==> src/rtl/cfg_bank_loader_pkg.sv <==
package cfg_bank_loader_pkg;
   typedef enum logic [1:0] {
      LD_IDLE  = 2'd0,
      LD_DATA  = 2'd1,
      LD_TRAIL = 2'd2
   } ld_state_e;
endpackage

==> src/rtl/cfg_bit_serializer.sv <==
// Shifts one byte out, one bit per cycle, most significant bit first.
module cfg_bit_serializer #(
   parameter int BYTE_W = 8
) (
   input  logic              clk,
   input  logic              rst_n,
   input  logic              clr,
   input  logic              load,
   input  logic [BYTE_W-1:0] din,
   output logic              active_o,
   output logic              bit_o
);
   localparam int CNT_W = $clog2(BYTE_W + 1);

   logic [BYTE_W-1:0] sh_q;
   logic [CNT_W-1:0]  cnt_q;

   always_ff @(posedge clk) begin
      if (!rst_n) begin
         sh_q  <= '0;
         cnt_q <= '0;
      end else if (clr) begin
         cnt_q <= '0;
      end else if (load) begin
         sh_q  <= din;
         cnt_q <= CNT_W'(BYTE_W);
      end else if (cnt_q != '0) begin
         sh_q  <= sh_q << 1;
         cnt_q <= cnt_q - CNT_W'(1);
      end
   end

   assign active_o = (cnt_q != '0);
   assign bit_o    = sh_q[BYTE_W-1];
endmodule

==> src/rtl/cfg_raster_walker.sv <==
// Row-major address walk over a width x height window starting at a row offset.
module cfg_raster_walker #(
   parameter int COORD_W = 16
) (
   input  logic               clk,
   input  logic               rst_n,
   input  logic               init,
   input  logic               step,
   input  logic [COORD_W-1:0] width_i,
   input  logic [COORD_W-1:0] height_i,
   input  logic [COORD_W-1:0] offset_i,
   output logic [COORD_W-1:0] row_o,
   output logic [COORD_W-1:0] col_o,
   output logic               last_o
);
   logic [COORD_W-1:0] r_q, c_q;
   logic               col_end;

   assign col_end = (c_q == width_i - COORD_W'(1));
   assign last_o  = col_end && (r_q == height_i - COORD_W'(1));

   always_ff @(posedge clk) begin
      if (!rst_n) begin
         r_q <= '0;
         c_q <= '0;
      end else if (init) begin
         r_q <= '0;
         c_q <= '0;
      end else if (step) begin
         if (col_end) begin
            c_q <= '0;
            r_q <= r_q + COORD_W'(1);
         end else begin
            c_q <= c_q + COORD_W'(1);
         end
      end
   end

   assign row_o = offset_i + r_q;
   assign col_o = c_q;
endmodule

==> src/rtl/cfg_trailer_check.sv <==
// Counts the trailer bytes and issues a registered done or error pulse after the last one.
module cfg_trailer_check #(
   parameter int BYTE_W    = 8,
   parameter int TRAIL_LEN = 2
) (
   input  logic              clk,
   input  logic              rst_n,
   input  logic              arm,
   input  logic              take,
   input  logic [BYTE_W-1:0] din,
   output logic              end_o,
   output logic              done_o,
   output logic              err_o
);
   localparam int CNT_W = (TRAIL_LEN > 1) ? $clog2(TRAIL_LEN) : 1;

   logic [CNT_W-1:0] cnt_q;
   logic             bad_q, bad_all, done_q, err_q;

   assign bad_all = bad_q | (|din);
   assign end_o   = take && (cnt_q == CNT_W'(TRAIL_LEN - 1));

   always_ff @(posedge clk) begin
      if (!rst_n) begin
         cnt_q  <= '0;
         bad_q  <= 1'b0;
         done_q <= 1'b0;
         err_q  <= 1'b0;
      end else begin
         done_q <= 1'b0;
         err_q  <= 1'b0;
         if (arm) begin
            cnt_q <= '0;
            bad_q <= 1'b0;
         end else if (end_o) begin
            done_q <= !bad_all;
            err_q  <= bad_all;
            cnt_q  <= '0;
            bad_q  <= 1'b0;
         end else if (take) begin
            cnt_q <= cnt_q + CNT_W'(1);
            bad_q <= bad_all;
         end
      end
   end

   assign done_o = done_q;
   assign err_o  = err_q;
endmodule

==> src/rtl/cfg_bank_loader.sv <==
module cfg_bank_loader
   import cfg_bank_loader_pkg::*;
#(
   parameter int COORD_W   = 16,
   parameter int NUM_BANKS = 4,
   parameter int BYTE_W    = 8,
   parameter int TRAIL_LEN = 2,
   localparam int BANK_W   = (NUM_BANKS > 1) ? $clog2(NUM_BANKS) : 1
) (
   input  logic               clk,
   input  logic               rst_n,
   input  logic               start_i,
   input  logic [COORD_W-1:0] cfg_width_i,
   input  logic [COORD_W-1:0] cfg_height_i,
   input  logic [COORD_W-1:0] cfg_offset_i,
   input  logic [BANK_W-1:0]  cfg_bank_i,
   input  logic               cfg_bram_i,
   input  logic               byte_valid_i,
   input  logic [BYTE_W-1:0]  byte_i,
   output logic               byte_ready_o,
   output logic               wr_en_o,
   output logic               wr_bram_o,
   output logic [BANK_W-1:0]  wr_bank_o,
   output logic [COORD_W-1:0] wr_row_o,
   output logic [COORD_W-1:0] wr_col_o,
   output logic               wr_bit_o,
   output logic               done_o,
   output logic               trailer_err_o,
   output logic               busy_err_o
);
   // elaboration-time parameter checks
   if (COORD_W < 2 || COORD_W > 32) begin : g_bad_coord
      $error("COORD_W must lie in 2..32");
   end
   if (NUM_BANKS < 1) begin : g_bad_banks
      $error("NUM_BANKS must be at least 1");
   end
   if (BYTE_W < 2) begin : g_bad_byte
      $error("BYTE_W must be at least 2");
   end
   if (TRAIL_LEN < 1) begin : g_bad_trail
      $error("TRAIL_LEN must be at least 1");
   end

   ld_state_e          state_q;
   logic [COORD_W-1:0] geo_w_q, geo_h_q, geo_off_q;
   logic               bram_q, busy_q;
   logic [BANK_W-1:0]  bank_q;
   logic               idle, start_take, accept;
   logic               ser_active, ser_bit, walk_last, tr_end;

   assign idle       = (state_q == LD_IDLE);
   assign start_take = start_i && idle;
   assign accept     = byte_valid_i && byte_ready_o;

   assign byte_ready_o = ((state_q == LD_DATA) && !ser_active) || (state_q == LD_TRAIL);
   assign wr_en_o      = (state_q == LD_DATA) && ser_active;

   if (NUM_BANKS > 1) begin : g_bank_reg
      always_ff @(posedge clk) begin
         if (!rst_n)          bank_q <= '0;
         else if (start_take) bank_q <= cfg_bank_i;
      end
   end else begin : g_bank_fixed
      assign bank_q = '0;
   end

   always_ff @(posedge clk) begin
      if (!rst_n) begin
         state_q   <= LD_IDLE;
         geo_w_q   <= '0;
         geo_h_q   <= '0;
         geo_off_q <= '0;
         bram_q    <= 1'b0;
         busy_q    <= 1'b0;
      end else begin
         busy_q <= start_i && !idle;
         unique case (state_q)
            LD_IDLE: if (start_i) begin
               geo_w_q   <= cfg_width_i;
               geo_h_q   <= cfg_height_i;
               geo_off_q <= cfg_offset_i;
               bram_q    <= cfg_bram_i;
               state_q   <= (cfg_width_i == '0 || cfg_height_i == '0) ? LD_TRAIL : LD_DATA;
            end
            LD_DATA:  if (wr_en_o && walk_last) state_q <= LD_TRAIL;
            LD_TRAIL: if (tr_end) state_q <= LD_IDLE;
            default:  state_q <= LD_IDLE;
         endcase
      end
   end

   cfg_bit_serializer #(.BYTE_W(BYTE_W)) u_ser (
      .clk      (clk),
      .rst_n    (rst_n),
      .clr      (state_q != LD_DATA),
      .load     ((state_q == LD_DATA) && accept),
      .din      (byte_i),
      .active_o (ser_active),
      .bit_o    (ser_bit)
   );

   cfg_raster_walker #(.COORD_W(COORD_W)) u_walk (
      .clk      (clk),
      .rst_n    (rst_n),
      .init     (start_take),
      .step     (wr_en_o),
      .width_i  (geo_w_q),
      .height_i (geo_h_q),
      .offset_i (geo_off_q),
      .row_o    (wr_row_o),
      .col_o    (wr_col_o),
      .last_o   (walk_last)
   );

   cfg_trailer_check #(.BYTE_W(BYTE_W), .TRAIL_LEN(TRAIL_LEN)) u_trail (
      .clk    (clk),
      .rst_n  (rst_n),
      .arm    (start_take),
      .take   ((state_q == LD_TRAIL) && accept),
      .din    (byte_i),
      .end_o  (tr_end),
      .done_o (done_o),
      .err_o  (trailer_err_o)
   );

   assign wr_bit_o   = ser_bit;
   assign wr_bank_o  = bank_q;
   assign wr_bram_o  = bram_q;
   assign busy_err_o = busy_q;
endmodule

==> config.mk <==
export PLATFORM = sky130hd
export DESIGN_NAME = cfg_bank_loader
export DESIGN_NICKNAME = d
export VERILOG_FILES = /design/src/rtl/cfg_bank_loader_pkg.sv /design/src/rtl/cfg_bit_serializer.sv /design/src/rtl/cfg_raster_walker.sv /design/src/rtl/cfg_trailer_check.sv /design/src/rtl/cfg_bank_loader.sv
export SDC_FILE = /design/constraint.sdc
export NUM_CORES = 1
export LEC_CHECK = 0
export ABC_AREA = 1
export BUFFER_PORTS_ARGS = -buffer_cell sky130_fd_sc_hd__buf_4
export CAP_MARGIN = 20
export CORE_MARGIN = 1
export CORE_UTILIZATION = 35
export CTS_CLUSTER_SIZE = 20
export DETAILED_ROUTE_END_ITERATION = 8
export SYNTH_ARGS = -nofsm -noshare
export SYNTH_HDL_FRONTEND = slang
export SYNTH_HIERARCHICAL = 1
export SYNTH_SLANG_ARGS = --single-unit
==> constraint.sdc <==
create_clock -name clk -period 2.75 [get_ports clk]
set_input_delay 0.4125 -clock clk [delete_from_list [all_inputs] [get_ports clk]]
set_output_delay 0.4125 -clock clk [all_outputs]
set_load 0.02 [all_outputs]
### Word level (Yosys, flattened, before mapping)

Cells that the tools add are included.

| cells by class | value |
|---|---|
| add/sub/neg operators | 7 |
| reduce and logical (&&, ||, !) cells | 30 |
| bitwise gates (word level) | 4 |
| multipliers | 0 |
| shift operators | 0 |
| eq/ne operators | 8 |
| multiplexer cells | 10 |
| div/mod/pow operators | 0 |
| order comparisons | 0 |

Operators by type and width:

| kind | count |
|---|---|
| $add 16x1->16 const B | 2 |
| $eq 16x16->1 | 2 |
| $logic_not 16->1 | 2 |
| $sub 16x1->16 const B | 2 |
| $add 16x16->16 | 1 |
| $mux 16 | 1 |
| $mux 8 | 2 |
| $logic_and 1x1->1 | 10 |
| $reduce_or 3->1 | 3 |
| $mux 2 | 4 |
| $mux 4 | 2 |
| $reduce_or 8->1 | 1 |
| $pmux 2 s3 | 1 |
| $reduce_and 2->1 | 3 |
| $ne 2x1->1 const B | 2 |
| $ne 2x2->1 const B | 2 |
| $reduce_bool 4->1 | 1 |
| $reduce_or 2->1 | 2 |
| $sub 4x1->4 const B | 1 |
| $logic_not 1->1 | 3 |
| $not 1->1 | 3 |
| $reduce_and 3->1 | 1 |
| $eq 2x1->1 const B | 1 |
| $eq 2x2->1 const B | 1 |
| 5 further kinds | 6 |

| word-level totals | value |
|---|---|
| ROM bits | 0 |
| output and inout port bits | 41 |
| memories | 0 |
| RAM bits | 0 |
| logic and storage cells | 75 |
| input port bits | 63 |
| register bits | 102 |
| latch bits | 0 |

### Longest topological paths before layout

Gate-level depths: netlist of run 1.

| logic depth | value |
|---|---|
| depth in word-level cells | 9 |
| depth in mapped cells | 17 |
| depth with buffers taken out | 17 |

### Cells and area by module

The synthesis of run 1 kept the hierarchy.

By module, submodules not included:

| module | cells an instance | area each (um^2) | instances |
|---|---|---|---|
| cfg_raster_walker | 627 | 3,796.1 | 1 |
| cfg_bank_loader | 280 | 2,075.7 | 1 |
| cfg_bit_serializer | 112 | 745.7 | 1 |
| cfg_trailer_check | 24 | 178.9 | 1 |

### Worst setup path after synthesis of run 1

Ideal clock, no wire load.

| path | value |
|---|---|
| path kind | reg2reg |
| start point | register u_ser.cnt_q[0] |
| end point | register u_walk.c_q[14] (netlist: u_walk/col_o[14]) |
| data arrival time | 2,624 ps |
| slack | 17 ps |
| path buffers | 0 |
| cell stages (with the launch flop) | 13 |
| period minus slack after synthesis | 2,733 ps |
| setup time | 109 ps |
| cells stage by stage | dfxtp_1 inv_1 ha_1 nand2_1 inv_1 nor2_1 nand3_1 nor4_1 nand4_1 o22ai_1 nor2_1 nand2_1 inv_1 |

| on the way | value |
|---|---|
| longest elaborated chain between the ends | 2 |

RTL lines:

| item | RTL line | RTL |
|---|---|---|
| from (decl) | cfg_bit_serializer.sv:16 | `logic [CNT_W-1:0] cnt_q;` |
| from (signal assigned) | cfg_bit_serializer.sv:26 | `cnt_q <= CNT_W'(BYTE_W);` |
| from (signal assigned) | cfg_bit_serializer.sv:29 | `cnt_q <= cnt_q - CNT_W'(1);` |
| $reduce_bool 4->1 | cfg_bit_serializer.sv:33 | `assign active_o = (cnt_q != '0);` |
| via ser_active | cfg_bank_loader.sv:50 | `logic ser_active, ser_bit, walk_last, tr_end;` |
| $logic_and 1x1->1 | cfg_bank_loader.sv:57 | `assign wr_en_o = (state_q == LD_DATA) && ser_active;` |
| via wr_en_o | cfg_bank_loader.sv:21 | `output logic wr_en_o,` |
| to (signal assigned) | cfg_raster_walker.sv:34 | `c_q <= c_q + COORD_W'(1);` |
| to (decl) | cfg_raster_walker.sv:16 | `logic [COORD_W-1:0] r_q, c_q;` |

The timed path passes the listed nets, and every way through them passes these cells.
A chain may end at the register's enable or synchronous reset.

### Final worst setup path of run 1

| path | value |
|---|---|
| start point | register geo_off_q[2] |
| end point | output wr_row_o[11] |

| on the way | value |
|---|---|
| longest elaborated chain between the ends | 1 |

RTL lines:

| item | RTL line | RTL |
|---|---|---|
| from (decl) | cfg_bank_loader.sv:46 | `logic [COORD_W-1:0] geo_w_q, geo_h_q, geo_off_q;` |
| from (signal assigned) | cfg_bank_loader.sv:82 | `geo_off_q <= cfg_offset_i;` |
| $add 16x16->16 | cfg_raster_walker.sv:39 | `assign row_o = offset_i + r_q;` |
| to (decl) | cfg_bank_loader.sv:24 | `output logic [COORD_W-1:0] wr_row_o,` |

No other way between the ends.

==> metrics.md, run 1 <==
| Metric | Value |
|---|---|
| Outcome | `completed` |
| Core Rows | `50` |
| Final Skew | `7.46 ps` |
| Hold Slack | `291 ps` |
| Critical path endpoint | `wr_row_o[11]` |
| CP startpoint kind | `register` |
| Synthesized area | `6800 sq um` |
| Compound-Gate Fraction of Synth Area | `0.0957` |
| Worst-path clk slew | `70 ps` |
| Die extent in y | `141 microns` |
| Mapped Nets | `1128` |
| Commonest non-fill, non-tap cell in the layout | `nor2_1` |
| CTS Buffer Depth | `2` |
| Post-Synth Adder-Cell Area | `0.0416` |
| Fmax | `0.381 GHz` |
| RSZ-0062 raised after global routing | `true` |
| Leak | `3.84 nW` |
| TritonCTS Sinks | `102` |
| Syn. warnings | `6` |
| CP max FO | `4` |
| Post-route DRC | `0` |
| CTS buffer count | `9` |
| Post-DP HPWL | `13700 microns` |
| CTS Root Buffer Type | `clkbuf_16` |
| Area Overhead vs Synth | `20.2%` |
| Post-synthesis mux area share | `0` |
| Via count | `6696` |
| Final Power | `4.65 mW` |
| Placed cell count | `1392` |
| H-tree depth | `3` |
| Die X | `141 microns` |
| Post-synthesis simple-gate area fraction | `0.370` |
| Register-to-Register Setup Slack | `290 ps` |
| Routed wire per std cell | `12.9 microns` |
| Seq cells post-synth | `102` |
| Final setup violation count | `0` |
| Period minus WS final | `2620 ps` |
| Fin nets | `1230` |
| Largest net degree at the start of global routing | `53` |
| Antenna-violating nets left | `0` |
| Starting Density | `0.360` |
| DR vias/cell | `4.75` |
| I/O Buffers | `103` |
| Setup TNS | `0 ps` |
| CTS tree | `built` |
| Syn Area/Cell | `6.52 sq um` |
| Post-Layout Cell Count | `1410` |
| Worst rel slew slack | `0.448` |
| Overall routing resource usage | `0.185` |
| Vias in the first global route | `5856` |
| ANT cells | `0` |
| Crit path from | `geo_off_q[2]` |
| First-pass GRT wire length | `29300 microns` |
| Iteration-0 DRC Markers | `379` |
| Total gr overflow | `0` |
| TritonRoute pass-1 iters | `5` |
| Ys async rst share | `0` |
| Final WL | `18200 microns` |
| Mapped Cells | `1043` |
| Max-slew violations | `0` |
| Skew-Pair Late Insertion Delay | `350 ps` |
| Largest family of logic cells by synthesized area | `simple AND/OR/NAND/NOR gates` |
| Die area | `20000 sq um` |
| Crit Path Class | `reg2out` |
| Worst Tran Pin Value | `827 ps` |
| Worst R2R Path Depth | `13` |
| Core area | `18900 sq um` |
| Layout cells sized above 1 | `0.164` |
| Most frequent cells in the layout | `nor2_1 (224), nand2_1 (192), buf_4 (122), inv_1 (115), dfxtp_1 (100)` |
| Maxcap violations | `0` |
| Synth Area in XOR/XNOR | `0.0887` |
| Final Hold Vio Count | `0` |
| Min-delay worst type | `in2reg` |
| Initial antenna violation count | `0` |
| HP Start | `cfg_bram_i` |
| Main synth FF type | `dfxtp_1` |
| Worst r2r src | `geo_w_q[0]` |
| Crit share post-route | `0.953` |
| I/O pins | `104` |
| Arr. time, crit path | `2210 ps` |
| Setup crit end kind | `primary output` |
| Final Wtd Congestion | `0.883` |
| Reg2reg end | `u_walk/col_o[15]` |
| PwrDens | `569 nW/um^2` |
| Post-synth EDFFs | `0` |
| CTS Hold Bufs | `0` |
| Worst VDD drop | `303 uV` |
| Worst Path Required | `2340 ps` |
| Seq/Total Area, Yosys | `0.300` |
| Synth cell types | `47` |
-- critical path, cell delays in order (launching register included) --
cell and delay, ps:
dfxtp_1 320, ha_1 350, a21oi_1 140, nand2_1 100, a21oi_2 200, o21ai_2 110, a21boi_2 200, o21ai_0 120
xor2_1 160, buf_4 160
-- flip-flops by register name, indices dropped and copies added, names as in the netlist --
signal / count
u_ser/sh_q: 8
geo_h_q: 16
state_q: 2
u_walk/r_q: 16
geo_w_q: 16
wr_bank_o: 2
u_walk/col_o: 16
u_trail/done_o: 1
wr_bram_o: 1
u_ser/cnt_q: 4
u_trail/bad_q: 1
u_trail/err_o: 1
busy_err_o: 1
u_trail/cnt_q: 1
geo_off_q: 16
-- worst min path at each step --
stage	to	slack (ps)	cells after the start
final	wr_bram_o	290	3
after global routing	wr_bram_o	320	3
after CTS	wr_bram_o	280	3
after detailed placement	u_ser/cnt_q[0]	460	2
after global placement	u_ser/cnt_q[0]	450	2
after floorplan	u_ser/cnt_q[0]	440	2
-- cells in the mapped netlist, types with 2 or more instances --
master / n / area share
nand2_1: 192 / 0.11
nand2_4: 3 / 0.0050
inv_1: 115 / 0.064
nor4_1: 4 / 0.0037
clkbuf_1: 8 / 0.0044
inv_2: 4 / 0.0022
nand2_2: 6 / 0.0055
clkinv_1: 2 / 0.0011
ha_1: 21 / 0.039
o21ai_1: 7 / 0.0052
dfxtp_1: 102 / 0.30
buf_6: 11 / 0.018
nor2_2: 3 / 0.0028
o21ai_0: 63 / 0.046
nand3_2: 4 / 0.0059
a21boi_0: 2 / 0.0022
nand3b_1: 7 / 0.0077
buf_2: 5 / 0.0037
nor2_1: 225 / 0.12
nor2_4: 9 / 0.015
o21bai_1: 2 / 0.0022
nor3_1: 16 / 0.012
o22ai_1: 2 / 0.0018
nand3_1: 82 / 0.060
nand4_1: 16 / 0.015
a21oi_1: 41 / 0.030
clkbuf_2: 3 / 0.0022
a21o_1: 2 / 0.0022
or2_2: 3 / 0.0028
xor2_1: 42 / 0.054
xnor2_1: 25 / 0.032
-- metrics by stage --
step	setup WS (ps)	cell area (sq um)	utilization
finish	129	8170	0.432
global route	-16.0	8170	0.432
CTS	0.370	8130	0.430
detailed placement	161	7790	0.413
global placement	210	7790	0.413
floorplan	17.1	6800	-
-- cell type report --
| cell class | instances | area (sq um) |
|---|---|---|
| fillers | 2039 | 10700 |
| multi-input cells | 787 | 4100 |
| flip-flops and latches | 102 | 2040 |
| repair buffers | 122 | 916 |
| inverters | 123 | 469 |
| well taps | 260 | 325 |
| clock buffers | 10 | 229 |
| clock inverters | 6 | 86.3 |
-- repair_timing --
action | CTS | global route
resized for setup | 11 | 6
pin swaps | 1 | 2
endpoints found under the setup margin | 4 | 6
setup buffers | 0 | 2
-- routing by layer --
| metal | part of all wire | GRT usage |
|---|---|---|
| met4 | 0.0097 | 0.0349 |
| met5 | 0 | 0 |
| met1 | 0.50 | 0.262 |
| met2 | 0.44 | 0.291 |
| met3 | 0.054 | 0.0381 |
-- power breakdown --
group / switching, mW / internal, mW
logic: 0.961 / 0.565
clock network: 0.580 / 0.797
registers: 0.136 / 1.61
total: 1.68 / 2.97
-- cells by family after synthesis --
group,count (synthesis)
simple gates,573
buf+inv,154
fa+ha+maj,22
xor+xnor,68
flops,102
compound gates,124
No activity file was read; power rests on OpenSTA's default activity.
==> run 2, diff against run 1 <==
- clock period: 2.75 -> 2.3 ns (I/O delays scaled with it)
==> run 2 against run 1 <==
Net effect: the flow now finishes with violations (negative setup slack); critical path depth increased by 2; routed wire length increased by 5.6%; sequential power increased by 21%; non-clock buffer count increased by 40; combinational power increased by 36%; clock power increased by 12%; global-route usage increased by 0.57 points; final area increased by 9.4%; clock-buffer cell count increased by 3; flip-flop and latch count unchanged; utilization increased by 4.1 points; final cell count increased by 2.8%; critical endpoint is now wr_row_o[12]; largest power group unchanged.
==> metrics.md, run 2 (synthesis results as in run 1) <==
| Metric | Value |
|---|---|
| Worst Tran Pin Value | `545 ps` |
| Critical path buffer and inverter count | `2` |
| CTS buffer count | `9` |
| Routed wire per std cell | `13.2 microns` |
| I/O pins | `104` |
| Worst Path Required | `1960 ps` |
| Final WL | `19200 microns` |
| DR vias/cell | `4.76` |
| Switching Share | `0.375` |
| Post-DP HPWL | `14000 microns` |
| Post-route DRC | `0` |
| Most used cell, CP | `nand3_2` |
| Layout cells sized above 1 | `0.258` |
| Fmax | `0.394 GHz` |
| Area Overhead vs Synth | `31.6%` |
| Switching pwr | `2.15 mW` |
| Final Hold Vio Count | `0` |
| Total gr overflow | `0` |
| Fin nets | `1270` |
| Fillcell total | `2017` |
| Period minus WS final | `2540 ps` |
| Iteration-0 DRC Markers | `337` |
| Reg2reg end | `u_walk/r_q[2]` |
| CTS Root Buffer Type | `clkbuf_16` |
| TritonCTS Sinks | `102` |
| Maxcap violations | `0` |
| Vias in the first global route | `6159` |
| Commonest non-fill, non-tap cell in the layout | `nor2_1` |
| Arr. time, crit path | `2190 ps` |
| Worst rel slew slack | `0.636` |
| ANT cells | `0` |
| Pre-CTS setup slack | `-58.2 ps` |
| CP startpoint kind | `register` |
| Crit share post-route | `1.10` |
| Final Skew | `7.09 ps` |
| Worst r2r src | `geo_w_q[1]` |
| Core Rows | `50` |
| Pint | `3.58 mW` |
| Clock power frac | `0.269` |
| Final Wtd Congestion | `0.875` |
| Worst R2R Path Depth | `13` |
| Leak | `4.09 nW` |
| H-tree depth | `3` |
| I/O Buffers | `103` |
| CP Cell Sequence | `ha_4 -> inv_2 -> fa_2 -> nand3b_1 -> nand3_2 -> nand3_2 -> nand3_2 -> a21boi_2 -> o21ai_2 -> xor2_2 -> buf_6` |
| HP Start | `cfg_bram_i` |
| Crit Path Class | `reg2out` |
| Slowest-stage cell, CP | `dfxtp_2` |
| Failing checks | `negative setup slack` |
| Via count | `6902` |
| Die area | `20000 sq um` |
| Logic pwr share | `0.363` |
| Hold EP | `wr_bram_o` |
| Min-delay worst type | `in2reg` |
| Starting Density | `0.360` |
| TritonRoute pass-1 iters | `5` |
| CTS Buffer Depth | `2` |
| Largest net degree at the start of global routing | `55` |
| CTS Hold Bufs | `0` |
| First-pass GRT wire length | `30300 microns` |
| Final setup violation count | `10` |
| Most frequent cells in the layout | `nor2_1 (210), nand2_1 (185), buf_4 (151), inv_1 (111), dfxtp_1 (91)` |
| Die X | `141 microns` |
| Setup ws final | `-236 ps` |
| RSZ-0062 raised after global routing | `true` |
| Post-Layout Cell Count | `1450` |
| Antenna-violating nets left | `0` |
| CP max FO | `2` |
| Setup crit end kind | `primary output` |
| Die extent in y | `141 microns` |
| CP max stage delay | `350 ps` |
| PwrDens | `640 nW/um^2` |
| Worst-path clk slew | `70 ps` |
| Skew-Pair Late Insertion Delay | `360 ps` |
| Outcome | `complete, but fails checks` |
| Max-slew violations | `0` |
| WHS Path Cells | `3` |
| Initial antenna violation count | `0` |
| CTS tree | `built` |
| Sequential share of power | `0.368` |
| Worst VDD drop | `388 uV` |
| Top Family by Delay on Critical Path | `adder cells` |
| Placed cell count | `1416` |
| Overall routing resource usage | `0.191` |
| Register-to-Register Setup Slack | `150 ps` |
| Core area | `18900 sq um` |
==> run 2: cell count changes in the layout (fill, tap and decap cells not counted), moves of 8 or more <==
cell | before | now
buf_6 | 0 | 9
nor2_1 | 224 | 210
a21oi_1 | 40 | 32
nor2_2 | 4 | 15
nand3_1 | 79 | 62
dfxtp_1 | 100 | 91
nand3_2 | 7 | 22
buf_4 | 122 | 151
==> run 2: worst register-to-register path: stages, from the launching register on <==
cell and delay, ps:
dfxtp_4 370, inv_4 60, ha_4 150, nand2_4 70, nor2_4 230, nand3_1 140, nand3_2 130, nand3_1 90
nor2_1 100, nand2_1 90, nor2_4 260, buf_6 180, nand3_2 70, a21oi_2 130
==> run 2: how the worst max path moves through the flow <==
stage / startpoint / endpoint / cells past startpoint / slack [ps]
6_report: geo_off_q[0] / wr_row_o[12] / 11 / -240
5_1_grt: geo_off_q[0] / wr_row_o[12] / 11 / -350
4_1_cts: geo_off_q[0] / wr_row_o[12] / 11 / -210
3_5_place_dp: geo_off_q[2] / wr_row_o[11] / 9 / -60
3_3_place_gp: geo_off_q[2] / wr_row_o[13] / 9 / -5
2_1_floorplan: u_walk/r_q[0] / wr_row_o[12] / 10 / 6
==> run 2: per-layer routing <==
metal | global-route usage | wire length [microns] | part of all wire | up-vias
met5 | 0 | 0 | 0 | -
met4 | 0.0469 | 259 | 0.014 | 0
met3 | 0.0466 | 1020 | 0.053 | 18
met2 | 0.297 | 8420 | 0.44 | 140
met1 | 0.264 | 9470 | 0.49 | 3154
li1 | - | - | - | 3590
==> run 2: power by group through the flow <==
stage | Combinational [mW] | Sequential, mW | Clock [mW]
2_1_floorplan | 1.39 | 2.10 | 0
5_1_grt | 2.32 | 2.13 | 1.67
3_3_place_gp | 1.84 | 2.12 | 0
6_report | 2.08 | 2.11 | 1.54
3_5_place_dp | 1.85 | 2.13 | 0
4_1_cts | 1.89 | 2.10 | 1.58
==> run 2: metrics by stage <==
stage | setup TNS (ps) | area (sq um) | utilization | power [mW] | hold WS, ps
after CTS | -1090 | 8480 | 0.449 | 5.56 | 210
after detailed placement | -163 | 8020 | 0.424 | 3.98 | 457
final | -1660 | 8940 | 0.473 | 5.73 | 217
after floorplan | 0 | 6830 | - | 3.49 | 438
after global placement | -4.99 | 8020 | 0.424 | 3.96 | 448
after global routing | -3040 | 8940 | 0.473 | 6.13 | 221
==> run 2: what timing repair did <==
item | CTS | global route
cloned | 0 | 1
pin swaps | 11 | 44
setup buffers | 7 | 11
setup endpoints to repair | 13 | 37
gates resized for setup | 30 | 90
==> run 2: area by class of cell <==
class                   instances  area (sq um)  share of cell area
multi-input cells             787          4510               0.505
flip-flops and latches        102          2060               0.230
repair buffers                162          1270               0.143
inverters                     123           472              0.0528
well taps                     260           325              0.0364
clock buffers                  13           270              0.0302
clock inverters                 3          26.3             0.00294
